--- src/rtl/cmdec_pkg.sv ---
package cmdec_pkg;

  typedef enum logic [1:0] {
    RM_ARRAY  = 2'd0,
    RM_STATUS = 2'd1,
    RM_ID     = 2'd2
  } rmode_e;

  typedef enum logic [3:0] {
    OP_NONE,
    OP_RESET,
    OP_ID,
    OP_PROG,
    OP_CHIP,
    OP_SECT,
    OP_SUSP,
    OP_RESUME,
    OP_STATUS,
    OP_CLEAR,
    OP_ABORT
  } op_e;

  localparam logic [7:0] UNL_DATA_A = 8'hAA;
  localparam logic [7:0] UNL_DATA_B = 8'h55;

  localparam logic [7:0] C_RESET  = 8'hF0;
  localparam logic [7:0] C_ID     = 8'h90;
  localparam logic [7:0] C_PROG   = 8'hA0;
  localparam logic [7:0] C_SETUP  = 8'h80;
  localparam logic [7:0] C_SUSP   = 8'hB0;
  localparam logic [7:0] C_RESUME = 8'hD0;
  localparam logic [7:0] C_STATUS = 8'h70;
  localparam logic [7:0] C_CLEAR  = 8'h50;
  localparam logic [7:0] C_ABORT  = 8'hE0;
  localparam logic [7:0] C_CHIP   = 8'h10;
  localparam logic [7:0] C_SECT   = 8'h30;

  // pulse vector bit positions
  localparam int PB_PROG   = 0;
  localparam int PB_CHIP   = 1;
  localparam int PB_SECT   = 2;
  localparam int PB_SUSP   = 3;
  localparam int PB_RESUME = 4;
  localparam int PB_CLEAR  = 5;
  localparam int PB_ABORT  = 6;
  localparam int PULSE_N   = 7;

endpackage

--- src/rtl/cmdec_seq.sv ---
module cmdec_seq
  import cmdec_pkg::*;
#(
  parameter int ADDR_W   = 21,
  parameter int CMP_W    = 15,
  parameter logic [CMP_W-1:0] UNL_ADDR_A = 15'h5555,
  parameter logic [CMP_W-1:0] UNL_ADDR_B = 15'h2AAA
) (
  input  logic              clk_i,
  input  logic              rst_ni,
  input  logic              wr_en_i,
  input  logic [ADDR_W-1:0] addr_i,
  input  logic [7:0]        data_i,
  input  logic              setup_ok_i,
  output logic              fire_o,
  output op_e               op_o
);

  typedef enum logic [2:0] {
    ST_IDLE,
    ST_UNL1,
    ST_UNL2,
    ST_ESET,
    ST_EUNL1,
    ST_EUNL2
  } seq_e;

  seq_e state_q, state_d;
  logic hit_a, hit_b;
  logic unused_addr;

  assign hit_a = (addr_i[CMP_W-1:0] == UNL_ADDR_A);
  assign hit_b = (addr_i[CMP_W-1:0] == UNL_ADDR_B);
  assign unused_addr = ^addr_i[ADDR_W-1:CMP_W];

  always_comb begin
    state_d = state_q;
    fire_o  = 1'b0;
    op_o    = OP_NONE;
    if (wr_en_i) begin
      state_d = ST_IDLE;
      case (state_q)
        ST_IDLE:  if (hit_a && data_i == UNL_DATA_A) state_d = ST_UNL1;
        ST_UNL1:  if (hit_b && data_i == UNL_DATA_B) state_d = ST_UNL2;
        ST_UNL2: begin
          if (hit_a) begin
            case (data_i)
              C_RESET:  begin fire_o = 1'b1; op_o = OP_RESET;  end
              C_ID:     begin fire_o = 1'b1; op_o = OP_ID;     end
              C_PROG:   begin fire_o = 1'b1; op_o = OP_PROG;   end
              C_SUSP:   begin fire_o = 1'b1; op_o = OP_SUSP;   end
              C_RESUME: begin fire_o = 1'b1; op_o = OP_RESUME; end
              C_STATUS: begin fire_o = 1'b1; op_o = OP_STATUS; end
              C_CLEAR:  begin fire_o = 1'b1; op_o = OP_CLEAR;  end
              C_ABORT:  begin fire_o = 1'b1; op_o = OP_ABORT;  end
              C_SETUP:  if (setup_ok_i) state_d = ST_ESET;
              default:  state_d = ST_IDLE;
            endcase
          end
        end
        ST_ESET:  if (hit_a && data_i == UNL_DATA_A) state_d = ST_EUNL1;
        ST_EUNL1: if (hit_b && data_i == UNL_DATA_B) state_d = ST_EUNL2;
        ST_EUNL2: begin
          if (hit_a && data_i == C_CHIP) begin
            fire_o = 1'b1; op_o = OP_CHIP;
          end else if (data_i == C_SECT) begin
            fire_o = 1'b1; op_o = OP_SECT;
          end
        end
        default:  state_d = ST_IDLE;
      endcase
    end
  end

  always_ff @(posedge clk_i or negedge rst_ni) begin
    if (!rst_ni) state_q <= ST_IDLE;
    else         state_q <= state_d;
  end

endmodule

--- src/rtl/cmdec_gate.sv ---
module cmdec_gate
  import cmdec_pkg::*;
(
  input  op_e  op_i,
  input  logic prog_busy_i,
  input  logic erase_busy_i,
  input  logic erase_susp_i,
  output logic ok_o,
  output logic setup_ok_o
);

  assign setup_ok_o = !prog_busy_i && !erase_busy_i && !erase_susp_i;

  // precedence: suspended, then erasing, then programming, then idle
  always_comb begin
    ok_o = 1'b0;
    if (erase_susp_i) begin
      case (op_i)
        OP_RESET, OP_STATUS, OP_ABORT, OP_RESUME: ok_o = 1'b1;
        default: ok_o = 1'b0;
      endcase
    end else if (erase_busy_i) begin
      case (op_i)
        OP_STATUS, OP_SUSP: ok_o = 1'b1;
        default: ok_o = 1'b0;
      endcase
    end else if (prog_busy_i) begin
      ok_o = (op_i == OP_STATUS);
    end else begin
      case (op_i)
        OP_RESET, OP_ID, OP_PROG, OP_CHIP, OP_SECT,
        OP_STATUS, OP_CLEAR, OP_ABORT: ok_o = 1'b1;
        default: ok_o = 1'b0;
      endcase
    end
  end

endmodule

--- src/rtl/cmdec_outreg.sv ---
module cmdec_outreg
  import cmdec_pkg::*;
#(
  parameter int SECT_W = 5
) (
  input  logic              clk_i,
  input  logic              rst_ni,
  input  logic              fire_i,
  input  logic              ok_i,
  input  op_e               op_i,
  input  logic [SECT_W-1:0] sector_i,
  output rmode_e            mode_o,
  output logic [PULSE_N-1:0] pulse_o,
  output logic [SECT_W-1:0] sector_o
);

  logic               take;
  logic [PULSE_N-1:0] pulse_d;

  assign take = fire_i && ok_i;

  always_comb begin
    pulse_d = '0;
    case (op_i)
      OP_PROG:   pulse_d[PB_PROG]   = 1'b1;
      OP_CHIP:   pulse_d[PB_CHIP]   = 1'b1;
      OP_SECT:   pulse_d[PB_SECT]   = 1'b1;
      OP_SUSP:   pulse_d[PB_SUSP]   = 1'b1;
      OP_RESUME: pulse_d[PB_RESUME] = 1'b1;
      OP_CLEAR:  pulse_d[PB_CLEAR]  = 1'b1;
      OP_ABORT:  pulse_d[PB_ABORT]  = 1'b1;
      default:   pulse_d = '0;
    endcase
  end

  always_ff @(posedge clk_i or negedge rst_ni) begin
    if (!rst_ni) begin
      mode_o   <= RM_ARRAY;
      pulse_o  <= '0;
      sector_o <= '0;
    end else begin
      pulse_o <= take ? pulse_d : '0;
      if (take) begin
        case (op_i)
          OP_RESET, OP_ABORT: mode_o <= RM_ARRAY;
          OP_ID:              mode_o <= RM_ID;
          OP_CLEAR, OP_NONE:  mode_o <= mode_o;
          default:            mode_o <= RM_STATUS;
        endcase
        if (op_i == OP_SECT) sector_o <= sector_i;
      end
    end
  end

endmodule

--- src/rtl/cmdec_id.sv ---
module cmdec_id #(
  parameter logic [7:0] MFR_CODE = 8'hC2,
  parameter logic [7:0] DEV_CODE = 8'hF9
) (
  input  logic       sel_i,
  output logic [7:0] data_o
);

  assign data_o = sel_i ? DEV_CODE : MFR_CODE;

endmodule

--- src/rtl/cmd_unlock_decoder.sv ---
module cmd_unlock_decoder
  import cmdec_pkg::*;
#(
  parameter int ADDR_W   = 21,
  parameter int SECT_LSB = 16,
  parameter int SECT_W   = 5
) (
  input  logic              clk_i,
  input  logic              rst_ni,
  input  logic              wr_en_i,
  input  logic [ADDR_W-1:0] wr_addr_i,
  input  logic [7:0]        wr_data_i,
  input  logic              prog_busy_i,
  input  logic              erase_busy_i,
  input  logic              erase_susp_i,
  input  logic              id_sel_i,
  output logic [1:0]        read_mode_o,
  output logic [7:0]        id_data_o,
  output logic              prog_start_o,
  output logic              chip_erase_o,
  output logic              sect_erase_o,
  output logic              suspend_o,
  output logic              resume_o,
  output logic              clr_status_o,
  output logic              abort_o,
  output logic [SECT_W-1:0] sector_o
);

  localparam int CMP_W = 15;

  logic               fire, ok, setup_ok;
  op_e                op;
  rmode_e             mode;
  logic [PULSE_N-1:0] pulse;

  cmdec_seq #(
    .ADDR_W (ADDR_W),
    .CMP_W  (CMP_W)
  ) u_seq (
    .clk_i      (clk_i),
    .rst_ni     (rst_ni),
    .wr_en_i    (wr_en_i),
    .addr_i     (wr_addr_i),
    .data_i     (wr_data_i),
    .setup_ok_i (setup_ok),
    .fire_o     (fire),
    .op_o       (op)
  );

  cmdec_gate u_gate (
    .op_i         (op),
    .prog_busy_i  (prog_busy_i),
    .erase_busy_i (erase_busy_i),
    .erase_susp_i (erase_susp_i),
    .ok_o         (ok),
    .setup_ok_o   (setup_ok)
  );

  cmdec_outreg #(
    .SECT_W (SECT_W)
  ) u_out (
    .clk_i    (clk_i),
    .rst_ni   (rst_ni),
    .fire_i   (fire),
    .ok_i     (ok),
    .op_i     (op),
    .sector_i (wr_addr_i[SECT_LSB +: SECT_W]),
    .mode_o   (mode),
    .pulse_o  (pulse),
    .sector_o (sector_o)
  );

  cmdec_id u_id (
    .sel_i  (id_sel_i),
    .data_o (id_data_o)
  );

  assign read_mode_o  = mode;
  assign prog_start_o = pulse[PB_PROG];
  assign chip_erase_o = pulse[PB_CHIP];
  assign sect_erase_o = pulse[PB_SECT];
  assign suspend_o    = pulse[PB_SUSP];
  assign resume_o     = pulse[PB_RESUME];
  assign clr_status_o = pulse[PB_CLEAR];
  assign abort_o      = pulse[PB_ABORT];

endmodule

--- config.mk ---
export PLATFORM = sky130hd
export DESIGN_NAME = cmd_unlock_decoder
export DESIGN_NICKNAME = d
export VERILOG_FILES = /design/src/rtl/cmdec_pkg.sv /design/src/rtl/cmdec_seq.sv /design/src/rtl/cmdec_gate.sv /design/src/rtl/cmdec_outreg.sv /design/src/rtl/cmdec_id.sv /design/src/rtl/cmd_unlock_decoder.sv
export SDC_FILE = /design/constraint.sdc
export NUM_CORES = 1
export LEC_CHECK = 0
export ABC_AREA = 1
export ABC_CLOCK_PERIOD_IN_PS = 2390
export BUFFER_PORTS_ARGS = -buffer_cell sky130_fd_sc_hd__buf_4
export CORE_MARGIN = 10
export CORE_UTILIZATION = 50
export DETAILED_ROUTE_END_ITERATION = 10
export GPL_ROUTABILITY_DRIVEN = 0
export HOLD_SLACK_MARGIN = 0.12
export PLACE_DENSITY_LB_ADDON = 0.12
export SLEW_MARGIN = 20
export SYNTH_ARGS = -nofsm -noshare
export SYNTH_HDL_FRONTEND = slang
export SYNTH_SLANG_ARGS = --single-unit
--- constraint.sdc ---
create_clock -name clk_i -period 2.39 [get_ports clk_i]
set_input_delay 0.239 -clock clk_i [delete_from_list [all_inputs] [get_ports clk_i]]
set_output_delay 0.239 -clock clk_i [all_outputs]
set_load 0.02 [all_outputs]
Word level (Yosys, flattened, before mapping)
Memory sizes are Yosys's and may differ from the RTL's.
Cells that the tools add are included.
Storage, ports and cells
  logic and storage cells: 89
  flip-flop bits (word level): 17
  input port bits: 36
  output and inout port bits: 22
  memories kept: 1
  ROM bits: 16
Operators by class
  bitwise operators: 1
  equality and inequality tests: 30
  muxes and demuxes: 35
  reductions and logical operators: 18
Memory list
  (no name shown): words 16, bits a word 1, rd ports 1, clocked after memory_dff 0, wr ports 0, RTL line cmdec_gate.sv:30  | case (op_i)
Operator list (number)
  $eq 8x8->1 const B: 8
  $pmux 4 s8: 1
  $eq 8x7->1 const B: 3
  $mux 1: 18
  $eq 4x3->1 const B: 4
  $eq 15x14->1 const B: 1
  $eq 15x15->1 const B: 1
  $mux 3: 5
  $pmux 3 s5: 1
  $eq 4x4->1 const B: 3
  $mux 4: 3
  $eq 4x2->1 const B: 2
  $eq 8x5->1 const B: 1
  $eq 8x6->1 const B: 1
  $pmux 4 s2: 1
  $reduce_or 8->1: 1
  $mux 7: 1
  $eq 3x2->1 const B: 2
  $eq 3x3->1 const B: 2
  $logic_and 1x1->1: 6
  $mux 6: 1
  $pmux 2 s3: 1
  $reduce_or 2->1: 3
  $eq 4x1->1 const B: 1
  9 further kinds: 13

Longest topological paths before layout
Gate-level depths: netlist of run 1.
  depth after elaboration: 12
  depth in mapped cells: 20
  gate-level depth less buffers: 18

Modules after synthesis
From an unflattened synthesis of run 1, not the netlist that was laid out.
Second synthesis, totals
  cells, all modules: 242
  area, all modules: 1471.4 µm²
By module, submodules not included
  cmdec_seq: times used 1, area an instance 675.6 µm², sequential area each 75.1 µm², cells an instance 129
  cmdec_outreg: times used 1, area an instance 603.1 µm², sequential area each 350.3 µm², cells an instance 71
  cmdec_gate: times used 1, area an instance 128.9 µm², sequential area each 0.0 µm², cells an instance 32
  cmdec_id: times used 1, area an instance 63.8 µm², sequential area each 0.0 µm², cells an instance 10

Least setup slack after synthesis of run 1
OpenSTA, ideal clock, no wires.
  path kind: reg-to-reg
  from: register u_seq.state_q[1]
  to: register u_out.pulse_o[4]
  buffers on the path: 0
  setup time: 0.114 ns
  slack: 0.532 ns
  stages on the path, launching flop included: 17
  arrival time: 1.744 ns
  period minus slack after synthesis: 1.858 ns
  required time: 2.276 ns
  cells stage by stage: dfrtp_1 > inv_2 > nand3_1 > nor2_1 > nand2_1 > nor2_1 > nand2_1 > nand2_1 > nand2_1 > nand2_1 > nor2_2 > nor2_2 > nand3_4 > nand2_1 > inv_2 > nand2_4 > nor2_2
On the way
  word-level cells in the longest chain between the ends: 10
  elaborated cells between the ends (all ways): 22
  classes of those cells: eq/ne (7); mux (11); reduce/logical (3); memory (1)
Ends and longest elaborated chain
  start, declared: RTL line cmdec_seq.sv:28  | seq_e state_q, state_d;
  start signal, assigned: RTL line cmdec_seq.sv:77  | else state_q <= state_d;
  parallel branches: the longest is 9 deep, another holds $mem_v2 16x1
  $mux 7 (*): RTL line cmdec_outreg.sv:42  | pulse_o <= take ? pulse_d : '0;
  end signal, assigned: RTL line cmdec_outreg.sv:42
  end, declared: RTL line cmdec_outreg.sv:13  | output logic [PULSE_N-1:0] pulse_o,
Mark *: on every way between the ends.
A chain may end at the register's enable or synchronous reset.

Worst setup path in the final report of run 1
  from: register u_seq.state_q[2]
  to: register u_out.sector_o[0]
On the way
  word-level cells in the longest chain between the ends: 10
  elaborated cells between the ends (all ways): 22
  classes of those cells: eq/ne (8); mux (9); reduce/logical (4); memory (1)
Ends and longest elaborated chain
  parallel branches: the longest is 9 deep, another holds $mem_v2 16x1
  $reduce_and 2->1 (no line) (*)
  end signal, assigned: RTL line cmdec_outreg.sv:50  | if (op_i == OP_SECT) sector_o <= sector_i;
  end, declared: RTL line cmdec_outreg.sv:14  | output logic [SECT_W-1:0] sector_o
Marks and branches as above.

==> results.md, run 1 <==
* Post-synth ARST share at 100.0%
* Synth top area cells: dfrtp_1, nand2_1, nand4_1, nor2_1, inv_1
* Status: finished, final reports clean
* Dpl hpwl at 3.240 mm
* Layout Skew at 0.7650 ps
* NetSw at around 0.16 mW
* Setup TNS at 0 ps
* Final Hold Fails at 0
* Reg area at between 400 and 500 sq um
* Leakage at around 1.1 nW
* Largest net degree at the start of global routing at 18
* Main synth FF type: dfrtp_1
* Top cells by count, synth: nand2_1, nor2_1, inv_1
* Row Count at 20
* Clock power share at 26.0%
* Max Cap Viol at 0
* Layout net count at 324
* DRT antenna net count at 0
* Minimum clock period at about 2200 ps
* Netlist cell types at 31
* Die ar. at approximately 6000 sq um
* Initial DRC count at between 70 and 80
* Die W at between 70 and 80 um
* Top Ports at just under 60
* Die Ht at 76.62 um
* Share of layout cells above drive strength 1 at between 30 and 40%
* Synthesized instance count at 237
* Initial Util at around 52%
* Type of element capturing the critical path: flop
* Combinational power share at between 20% and 30%
* Final WL at around 3.7 mm
* Clock latency of the later-clocked register in the worst-skew pair at roughly 280 ps
* Initial DRT Pass Iterations at 4
* Area grow syn2layout at 26.78%
* Grt ovf at 0
* Worst endpoint data arrival time at 2380 ps
* RSZ-0062 raised after global routing: false
* Cell-internal power at a little over 0.4 mW
* FF+latch count, synth at 17
* Layout Cells excl Fill at between 300 and 400
* Peak supply drop at ~0.00012 V
* Antenna Cells at 0
* Worst-path clk slew at 90 ps
* Worst-path maximum fanout at 11
* Fmax achieved at 0.4648 GHz
* CP required at roughly 2600 ps
* Port Buffers at 53
* Initial antenna violation count at 0
* Core area at 3053 sq um
* Htree depth at 1
* Critical path class: reg -> reg
* First-pass GRT wire length at around 6.6 mm
* Leading area contributor after synthesis: dfrtp_1
* Cell area after layout at ~2000 sq um
* Average size of a mapped cell at ~6.8 sq um
* Synthesized area at approximately 1600 sq um
* Number of global-route vias before repair at between 1000 and 1500
* Hold WC Path Type: in -> reg
* Sequential Power Share at 50.8%
* GR Util All Layers at 12.90%
* Fillers at 317
* Worst-case clock buffer depth at 2
* Final Cycle Share at between 90% and 100%
* Clock Tree Root: clkbuf_4
* Sink Count at 17
* Top-count cell post-synth: nand2_1
* Synth Warn # at 0
* Sw frac at between 20% and 30%
* Post-CTS Setup Inserts at 0
* PD cells at roughly 280 nW/um^2
* Number of synthesized flops with an enable pin at 0
* CTS buffer count at 3
* Placed Area at around 2000 sq um
* Vias at between 1500 and 2000
* Avg WL per Cell at around 11 um
* Placed Instances at approximately 330
* Seq/Total Area, Yosys at roughly a quarter
* Critical Path Start Type: flop
* Via density at slightly below 5
* Pwr Total at 0.5714 mW
* Setup violations, final at 0
* CTS tree: built
* Area of the multi-input gates at about 1000 sq um
* # DRC at 0
* Slew Limit Fails at 0
* Post-synth top area share at 26.54%
[path summary, 6_finish.rpt]
path                                         from  cells past startpoint  slack (ps)                end
worst max-delay path             u_seq.state_q[2]                     13         240  u_out.sector_o[0]
worst min-delay path                wr_addr_i[18]                      3         190  u_out.sector_o[2]
worst max register to register   u_seq.state_q[2]                     13         240  u_out.sector_o[0]
worst min register to register  u_out.sector_o[3]                      2         480  u_out.sector_o[3]
max in group asynchronous                  rst_ni                      2        1860  u_out.sector_o[1]
min in group asynchronous                  rst_ni                      2         350   u_out.pulse_o[4]
[state kept, by name (all words and copies together), names as in the netlist]
register and cells:
u_out.sector_o 5, u_seq.state_q 3, u_out.pulse_o 7, u_out.mode_o 2
[cell usage in the layout, fill, tap and decap left out, types with 4 or more instances in the layout]
cell / netlist / layout
nand3_2: 5 / 4
inv_1: 21 / 21
o21ai_0: 6 / 6
nor2_1: 25 / 25
nand2_1: 64 / 64
dfrtp_1: 17 / 17
nand2_2: 11 / 11
nand4_1: 19 / 19
nor2_2: 12 / 12
nor3_1: 5 / 5
buf_4: 7 / 54
nand3_1: 10 / 10
inv_2: 8 / 8
[logic make-up after synthesis]
group | synth area share, %
compound gates | 4.918
buf+inv | 11.79
flops | 26.54
other cells | 0.4686
simple gates | 56.28
[area by class of cell]
cell class	instances	area share, %
repair buffers	55	20.44
well taps	44	2.709
clock inverters	1	0.2463
flip-flops and latches	17	20.94
inverters	29	5.357
clock buffers	3	1.108
multi-input cells	182	49.20
[power by group through the flow]
stage	sequential, mW	clock, mW	combinational, mW
2_1_floorplan	0.299	0	0.0637
3_3_place_gp	0.296	0	0.130
3_5_place_dp	0.296	0	0.131
4_1_cts	0.290	0.157	0.133
5_1_grt	0.291	0.167	0.148
6_report	0.290	0.149	0.133
[per-stage QoR]
step | utilization (%) | setup WS (ps) | hold slack, ps
global route | 66.56 | 14.52 | 203.1
CTS | 66.31 | 158.0 | 183.7
finish | 66.56 | 238.3 | 195.0
global placement | 65.08 | 121.0 | 110.7
floorplan | - | 532.1 | -56.59
detailed placement | 65.08 | 106.8 | 114.0
[critical path, stage by stage, from the launching register on]
cell     delay (ps)
dfrtp_1         420
inv_2           110
nand3_1         240
inv_1           210
nand3_2         130
nand2_4         120
nand2_2          70
nand3_1          90
nor2_1           50
nor2_1          190
nand3_4         200
nand3_2         160
nand2_1          60
nand2_1          50
[metal layers]
layer	vias up	global-route usage [%]	part of all wire [%]
met5	-	0	0
met4	0	3.903	0.75
met3	2	2.594	5.6
met1	696	16.15	45
li1	861	-	-
met2	44	21.60	49
[what timing repair did]
| action | 4_1_cts | 5_1_grt |
|---|---|---|
| endpoints found under the setup margin | 0 | 11 |
| endpoints found under the hold margin | 17 | 0 |
| resized for setup | 0 | 1 |
| hold buffers | 1 | 0 |
(Power assumes the default switching activity.)
==> inputs of run 2 (changes only) <==
--- a/config.mk
+++ b/config.mk
@@ -14,6 +14,8 @@
 export GPL_ROUTABILITY_DRIVEN = 0
 export HOLD_SLACK_MARGIN = 0.12
 export PLACE_DENSITY_LB_ADDON = 0.12
+export REMOVE_ABC_BUFFERS = 1
+export SETUP_SLACK_MARGIN = 0.05
 export SLEW_MARGIN = 20
 export SYNTH_ARGS = -nofsm -noshare
 export SYNTH_HDL_FRONTEND = slang
==> results.md, run 2 (same netlist as run 1, synthesis figures left out) <==
* Min-Delay Path Depth at 3
* Share of layout cells above drive strength 1 at between 30% and 40%
* Critical Path Start Type: flop
* Die ar. at just under 6000 sq um
* Layout net count at between 300 and 400
* Avg WL per Cell at about 12 um
* Leakage at 1.124 nW
* Area grow syn2layout at 29.35%
* Sw frac at between 20% and 30%
* Minimum clock period at 2141 ps
* Largest net degree at the start of global routing at 18
* Top Registers: u_out.pulse_o (7), u_out.sector_o (5), u_seq.state_q (3)
* Dpl ws at roughly 80 ps
* Cell area after layout at ~2100 sq um
* Max Cap Viol at 0
* Initial DRC count at 71
* Initial antenna violation count at 0
* Clock power share at ~27%
* Port Buffers at 53
* Number of global-route vias before repair at about 1600
* First-pass GRT wire length at ~6.7 mm
* Grt ovf at 0
* Most frequent cells in the layout: nand2_1, buf_4, nor2_1, inv_1, nand4_1
* Status: finished, final reports clean
* CP required at approximately 2600 ps
* Worst-path clk slew at ~110 ps
* Via density at around 4.9
* Cell-internal power at around 0.42 mW
* Antenna Cells at 0
* Largest register FFs at 7
* Core area at between 3000 and 4000 sq um
* Critical path class: reg -> reg
* Sequential Power Share at between 40% and 50%
* Combinational power share at about a quarter
* Final Cycle Share at 89.60%
* Area of the multi-input gates at roughly 1000 sq um
* Slew Limit Fails at 0
* Type of element capturing the critical path: flop
* Depth of the worst register-to-register path at 15
* Clock Tree Root: clkbuf_4
* NetSw at 0.1739 mW
* Worst-path maximum fanout at 8
* Top Ports at just under 60
* GR Util All Layers at a little over an eighth
* Reg area at 426.7 sq um
* Row Count at 20
* Initial DRT Pass Iterations at 4
* CTS buffer count at 3
* Initial Util at around 52%
* Hold WC Path Type: in -> reg
* Leading cell type in the layout, fill and taps excluded: nand2_1
* DRT antenna net count at 0
* Placed Area at just under 2000 sq um
* Vias at ~1600
* Peak supply drop at approximately 0.00016 V
* Die W at ~77 um
* Setup TNS at 0 ps
* Final WL at about 4 mm
* Layout Skew at 1.868 ps
* RSZ-0062 raised after global routing: false
* Final setup margin at between 200 and 250 ps
* Worst-case clock buffer depth at 2
* Htree depth at 1
* Die Ht at about 77 um
* Fmax achieved at about 0.47 GHz
* Final Hold Fails at 0
* Sink Count at 17
* Setup violations, final at 0
* CTS tree: built
* Fillers at roughly 270
* Worst endpoint data arrival time at 2340 ps
* # DRC at 0
* PD cells at between 200 and 300 nW/um^2
* Dpl hpwl at approximately 3.3 mm
* Clock latency of the later-clocked register in the worst-skew pair at about 300 ps
* Reg with most FFs: u_out.pulse_o
==> run 2: cell count changes in the layout (fill, tap and decap cells not counted) <==
cell,delta
buf_4,+2
nand3_1,-1
nand3_2,+1
dfrtp_1,-1
dfrtp_2,+1
buf_12,+1
==> run 2: worst paths after layout <==
kind                              startpoint                 to  slack (ps)
max reg2reg                 u_seq.state_q[1]  u_out.sector_o[0]         250
min                            wr_addr_i[18]  u_out.sector_o[2]         180
min reg2reg                u_out.sector_o[4]  u_out.sector_o[4]         480
max in group asynchronous             rst_ni   u_seq.state_q[1]        1870
min in group asynchronous             rst_ni   u_seq.state_q[2]         330
max                         u_seq.state_q[1]  u_out.sector_o[0]         250
==> run 2: power by group through the flow <==
stage,clock network (mW),logic (mW),registers [mW]
2_1_floorplan,0,0.0449,0.299
3_3_place_gp,0,0.130,0.296
3_5_place_dp,0,0.131,0.296
4_1_cts,0.160,0.133,0.290
5_1_grt,0.175,0.154,0.291
6_report,0.160,0.139,0.290
==> run 2: through the flow <==
step	power [mW]	std cells	hold WS, ps	utilization [%]
after floorplan	0.3434	228	-56.59	-
after global placement	0.4257	326	109.3	65.08
after detailed placement	0.4274	326	114.9	65.08
after CTS	0.5831	331	182.3	66.31
after global routing	0.6199	334	192.6	67.91
final	0.5901	334	182.3	67.91
==> run 2: what timing repair did <==
item                                   in CTS  in global routing
setup endpoints to repair                   0                 14
hold buffers                                1                  0
buffers inserted                            0                  3
endpoints found under the hold margin      17                  0
resized for setup                           0                  3
==> run 2: cell type report <==
class	count	share of cell area (%)
multi-input cells	182	48.46
clock buffers	3	1.086
repair buffers	58	21.73
flip-flops and latches	17	20.58
clock inverters	1	0.2414
well taps	44	2.655
inverters	29	5.250
==> run 2: critical path, stage by stage (launching register included) <==
cell and delay (ps):
dfrtp_2 460, inv_2 70, nand3_1 140, nor2_1 160, nand2_1 60, nor2_1 130, nand2_1 100, nand2_2 90
nand2_4 80, nor2_8 130, nand2_1 60, nand2_1 100, nand3_4 160, buf_4 180, nand4_1 60, nand2_1 60
==> run 2: metal layers <==
metal | routed length [um] | vias up | global-route usage [%]
met5 | 0 | - | 0
met4 | 29 | 0 | 3.903
met3 | 159 | 2 | 2.476
met2 | 1962 | 33 | 22.62
met1 | 1750 | 724 | 15.94
li1 | - | 862 | -
